--- config.mk ---
export PLATFORM = sky130hd
export DESIGN_NAME = bus_arbiter_lk
export DESIGN_NICKNAME = d
export VERILOG_FILES = /design/src/rtl/arb_pkg.sv /design/src/rtl/arb_prio_pick.sv /design/src/rtl/arb_onehot_enc.sv /design/src/rtl/bus_arbiter_lk.sv
export SDC_FILE = /design/constraint.sdc
export NUM_CORES = 1
export LEC_CHECK = 0
export ABC_AREA = 1
export BUFFER_PORTS_ARGS = -buffer_cell sky130_fd_sc_hd__buf_2
export CORE_AREA = 2 2 39 41
export CTS_CLUSTER_SIZE = 8
export DETAILED_ROUTE_END_ITERATION = 8
export DIE_AREA = 0 0 41 43
export HOLD_SLACK_MARGIN = 0.1
export PLACE_DENSITY = 0.51
export SLEW_MARGIN = 20
export SYNTH_ARGS = -nofsm -noshare
export SYNTH_HDL_FRONTEND = slang
export SYNTH_SLANG_ARGS = --single-unit
--- constraint.sdc ---
create_clock -name clk -period 1.5 [get_ports clk]
set_input_delay 0.15 -clock clk [delete_from_list [all_inputs] [get_ports clk]]
set_output_delay 0.15 -clock clk [all_outputs]
set_load 0.01 [all_outputs]
--- src/rtl/arb_pkg.sv ---
package arb_pkg;

    // Where the next grant comes from
    typedef enum logic [1:0] {
        SRC_PRIO    = 2'd0,
        SRC_DEFAULT = 2'd1,
        SRC_HOLD    = 2'd2
    } grant_src_e;

endpackage

--- src/rtl/arb_prio_pick.sv ---
module arb_prio_pick #(
    parameter int WIDTH = 4
) (
    input  logic [WIDTH-1:0] req,
    output logic [WIDTH-1:0] pick,
    output logic             any
);

    // seen[k] is high when any request below index k is set
    logic [WIDTH:0] seen;

    assign seen[0] = 1'b0;

    genvar k;
    generate
        for (k = 0; k < WIDTH; k++) begin : g_chain
            assign seen[k+1] = seen[k] | req[k];
            assign pick[k]   = req[k] & ~seen[k];
        end
    endgenerate

    assign any = seen[WIDTH];

endmodule

--- src/rtl/arb_onehot_enc.sv ---
module arb_onehot_enc #(
    parameter int WIDTH = 4,
    parameter int IDX_W = 2
) (
    input  logic [WIDTH-1:0] onehot,
    output logic [IDX_W-1:0] idx
);

    always_comb begin
        idx = '0;
        for (int k = 0; k < WIDTH; k++) begin
            if (onehot[k]) begin
                idx = idx | IDX_W'(k);
            end
        end
    end

endmodule

--- src/rtl/bus_arbiter_lk.sv ---
module bus_arbiter_lk #(
    parameter int NUM_MASTERS = 4
) (
    input  logic                           clk,
    input  logic                           rst_n,
    input  logic [NUM_MASTERS-1:0]         req_i,
    input  logic                           lock_i,
    input  logic                           wait_i,
    input  logic                           xfer_i,
    output logic [NUM_MASTERS-1:0]         grant_o,
    output logic [$clog2(NUM_MASTERS)-1:0] owner_o
);

    import arb_pkg::*;

    localparam int IDX_W = $clog2(NUM_MASTERS);
    localparam logic [IDX_W-1:0] DEF_SEL = IDX_W'(NUM_MASTERS - 1);
    localparam logic [NUM_MASTERS-1:0] DEF_ONEHOT = NUM_MASTERS'(1) << (NUM_MASTERS - 1);

    typedef struct packed {
        logic [NUM_MASTERS-1:0] grant;
        logic [IDX_W-1:0]       owner;
    } arb_state_t;

    arb_state_t state_q, state_d;

    logic [NUM_MASTERS-1:0] pick;
    logic                   pick_any;
    logic [IDX_W-1:0]       grant_idx;
    logic                   lock_eff;
    grant_src_e             src;

    arb_prio_pick #(
        .WIDTH(NUM_MASTERS)
    ) u_pick (
        .req (req_i),
        .pick(pick),
        .any (pick_any)
    );

    arb_onehot_enc #(
        .WIDTH(NUM_MASTERS),
        .IDX_W(IDX_W)
    ) u_enc (
        .onehot(state_q.grant),
        .idx   (grant_idx)
    );

    always_comb begin
        state_d  = state_q;
        // lock counts unless the default master sits idle on the bus
        lock_eff = lock_i && !((state_q.owner == DEF_SEL) && !xfer_i);

        if (lock_eff) begin
            src = SRC_HOLD;
        end else if (pick_any) begin
            src = SRC_PRIO;
        end else begin
            src = SRC_DEFAULT;
        end

        case (src)
            SRC_HOLD: state_d.grant = NUM_MASTERS'(1) << state_q.owner;
            SRC_PRIO: state_d.grant = pick;
            default:  state_d.grant = DEF_ONEHOT;
        endcase

        // handover only at the end of a transfer and never under lock
        if (!wait_i && !lock_eff) begin
            state_d.owner = grant_idx;
        end
    end

    always_ff @(posedge clk or negedge rst_n) begin
        if (!rst_n) begin
            state_q.grant <= DEF_ONEHOT;
            state_q.owner <= DEF_SEL;
        end else begin
            state_q <= state_d;
        end
    end

    assign grant_o = state_q.grant;
    assign owner_o = state_q.owner;


    reset_default_chk: assert property (@(posedge clk)
        !rst_n |=> (grant_o == DEF_ONEHOT && owner_o == DEF_SEL));


    grant_onehot_chk: assert property (@(posedge clk) disable iff (!rst_n)
        $countones(grant_o) == 1);


    top_priority_chk: assert property (@(posedge clk) disable iff (!rst_n)
        (!lock_i && req_i[0]) |=> grant_o[0]);


    idle_default_chk: assert property (@(posedge clk) disable iff (!rst_n)
        (!lock_i && req_i == '0) |=> grant_o[NUM_MASTERS-1]);


    owner_wait_chk: assert property (@(posedge clk) disable iff (!rst_n)
        wait_i |=> $stable(owner_o));


    handover_chk: assert property (@(posedge clk) disable iff (!rst_n)
        (!wait_i && !lock_i) |=> (owner_o == $past(grant_idx)));


    lock_hold_chk: assert property (@(posedge clk) disable iff (!rst_n)
        (lock_i && xfer_i) |=> ($stable(owner_o) && grant_o == (NUM_MASTERS'(1) << owner_o)));


    lock_idle_chk: assert property (@(posedge clk) disable iff (!rst_n)
        (lock_i && !xfer_i && owner_o == DEF_SEL && req_i[0]) |=> grant_o[0]);

endmodule

==> metrics.json <==
{
  "synth_simple_gate_area_frac": 0.404,
  "worstHoldPathType": "input pin to register",
  "cts-buffers-inserted": 3,
  "grt_max_degree": 8,
  "power_frac_clock": 0.298,
  "gate_count_post_synth": 41,
  "crit_path_kind": "register to primary output",
  "worst-endpoint-required_ns": 1.35,
  "place_area_um2": 409,
  "dr.first_iter.drc_count": 5,
  "irDropWorstVdd_uv": 265,
  "worst_setup_hold_path_clk_slew_ns": 0.05,
  "highest-signal-layer": "met4",
  "final.period_utilization": 0.735,
  "synth_seq_area_share": 0.482,
  "first_global_vias": 303,
  "synth-compound-area-share": 0.0314,
  "synth_xor_xnor_area_share": 0,
  "power-per-cell-area_nw_per_um2": 1220,
  "route.met3.wl_um": 38,
  "setup_viol": 0,
  "worst_path_largest_cell_delay_ns": 0.56,
  "final_core_occ": 0.322,
  "outcome": "finished, final reports clean",
  "synthesis.area_um2": 319,
  "grtUsageTotal": 0.103,
  "timing.critical_path.slowest_stage_cell": "sky130_fd_sc_hd__dfstp_2",
  "endpoint_kind": "primary output",
  "yosys.area_share.adder": 0,
  "setup-tns-final_ns": 0,
  "ios": 15,
  "clock_insertion_delay_worst_skew_ns": 0.25,
  "timing.hold.ws_ns": 0.156,
  "worst_slew_margin_rel": 0.886,
  "maxSlewViolCount": 0,
  "ant_nets": 0,
  "h-tree-depth": 1,
  "critical_path_peak_fanout": 5,
  "timing.clock.skew_ns": 0.00205,
  "internal_cell_power_mw": 0.373,
  "report.power.total_mw": 0.544,
  "vias": 306,
  "syn_nets": 50,
  "grt_antenna_before_repair": 0,
  "post_synth.cell_area_avg_um2": 7.78,
  "tritoncts": "yes",
  "design.die.area_um2": 1760,
  "power_frac_comb": 0.274,
  "grt_overflow": 0,
  "hold_viol": 0,
  "num_rows": 14,
  "floorplan.die.width_um": 41,
  "cellLeakagePower_nw": 0.250,
  "wl_met2_um": 331,
  "clk_path_buf_depth": 2,
  "post_synthesis_mux_area_share": 0,
  "area_growth_pct": 39.6,
  "synth-warning-count": 0,
  "arrival_ns": 0.95,
  "sequential_share_of_power": 0.428,
  "die-height_um": 43,
  "grt_setup_unrepaired": "no",
  "period_minus_slack_ns": 1.10,
  "clock_sinks": 6,
  "worstPathCellList": "buf_2",
  "grt_first_pass_wirelength_um": 1130,
  "ratio_of_cells_with_drive_above_1_in_the_final_layout": 0.383,
  "total_of_max_cap_violations": 0,
  "final_cell_area_um2": 445,
  "post_drt_wl_per_cell_um": 8.75,
  "antenna_cells": 0,
  "cpLargestDelayFamily": "flip-flops",
  "cts_root_buf": "sky130_fd_sc_hd__clkbuf_4",
  "number_of_search_and_repair_iterations_in_the_first_detailed_routing_pass": 4,
  "cp-start-kind": "register",
  "post_drt_via_cell_ratio": 4.03,
  "yosys.cell_types.count": 13,
  "detail_route.drc_violations": 0,
  "max_clock_freq_ghz": 0.907,
  "layout.nets": 70,
  "synth_largest_area_cell": "sky130_fd_sc_hd__dfstp_2",
  "drt_wl_total_um": 665,
  "net-switching-power_mw": 0.171,
  "timing_worst_slew_pin_value_ns": 0.170,
  "synth_top_cells_by_area": "sky130_fd_sc_hd__dfstp_2 25%, sky130_fd_sc_hd__dfrtp_1 24%, sky130_fd_sc_hd__nand2_1 13%",
  "synth_top_area_frac": 0.247,
  "placement.io_buffers": 14,
  "place.gp.congestion": 0.737,
  "netSwitchingFraction": 0.314,
  "dominant_combinational_cell_family_by_area_after_synthesis": "simple AND/OR/NAND/NOR gates",
  "core_area_um2": 1380,
  "post-cts-setup-buffers": 0,
  "dpl.hpwl_um": 543,
  "critPathBufInv": 1,
  "n_fill_cell": 152,
  "yosys_register_bits": 6,
  "metal1_wirelength_um": 276,
  "starting_density_of_the_core": 0.231
}
tightest hold or removal path, delay by kind of cell:
| family | cells | cell delay [ns] |
|---|---|---|
| simple gates | 1 | 0.06 |
| buf+inv | 2 | 0.13 |
| compound gates | 1 | 0.07 |
metal layers:
| layer | track usage | vias up |
|---|---|---|
| li1 | - | 166 |
| met5 | 0 | - |
| met1 | 0.115 | 127 |
| met2 | 0.144 | 11 |
| met4 | 0.140 | 0 |
| met3 | 0 | 2 |
cell usage in the layout (no fill, tap or decap), drive strengths merged:
master	synthesis	routed
dfstp	3	3
inv	7	7
or2	2	2
a21oi	1	1
o21ai	1	1
dlygate4sd3	0	1
nand2	13	13
dfrtp	3	3
nand3	8	8
nor2	2	2
nor3	1	1
buf	0	14
clkbuf	0	4
cells in the mapped netlist, drive strengths merged:
cell type / n
o21ai: 1
inv: 7
a21oi: 1
dfrtp: 3
nand2: 13
or2: 2
dfstp: 3
nor2: 2
nand3: 8
nor3: 1
power groups by stage:
stage	Sequential [mW]	Combinational (mW)	Clock [mW]
detailed placement	0.236	0.150	0
floorplan	0.252	0.0676	0
global route	0.242	0.173	0.183
finish	0.233	0.149	0.162
global placement	0.236	0.151	0
CTS	0.234	0.152	0.172
worst paths after layout:
| path | from | end | slack, ns | depth (start not counted) |
|---|---|---|---|---|
| max | owner_o[0] | owner_o[0] | 0.40 | 1 |
| min | req_i[2] | grant_o[3] | 0.16 | 4 |
| max reg2reg | owner_o[0] | owner_o[0] | 0.51 | 5 |
| min reg2reg | owner_o[1] | owner_o[1] | 0.48 | 2 |
| max in group asynchronous | rst_n | owner_o[0] | 1.03 | 2 |
| min in group asynchronous | rst_n | grant_o[1] | 0.25 | 2 |
through the flow:
stage	worst slack [ns]	cells
detailed placement	0.506	71
global route	0.352	76
global placement	0.507	71
finish	0.398	76
floorplan	0.533	41
CTS	0.384	76
repair_timing:
item | 4_1_cts | 5_1_grt
endpoints found under the hold margin | 6 | 0
gates resized for setup | 0 | 0
endpoints found under the setup margin | 0 | 0
hold buffers | 1 | 0
cell type report:
class	count	area [µm²]	area share
Timing Repair Buffer	15	80.1	0.180
Sequential cell	6	154	0.346
Clock buffer	4	26.3	0.0590
Inverter	7	26.3	0.0590
Tap cell	16	20.0	0.0449
Multi-Input combinational cell	28	139	0.312
flip-flops by register name, summed over array words and instances (netlist names):
signal and cells:
grant_o 4, owner_o 2
cells by family after synthesis:
logic type             Yosys count
buffers and inverters            7
DFF                              6
and+or+nand+nor                 26
AOI/OAI and AO/OA                2
Note: power is estimated with default switching activity, not from simulation.
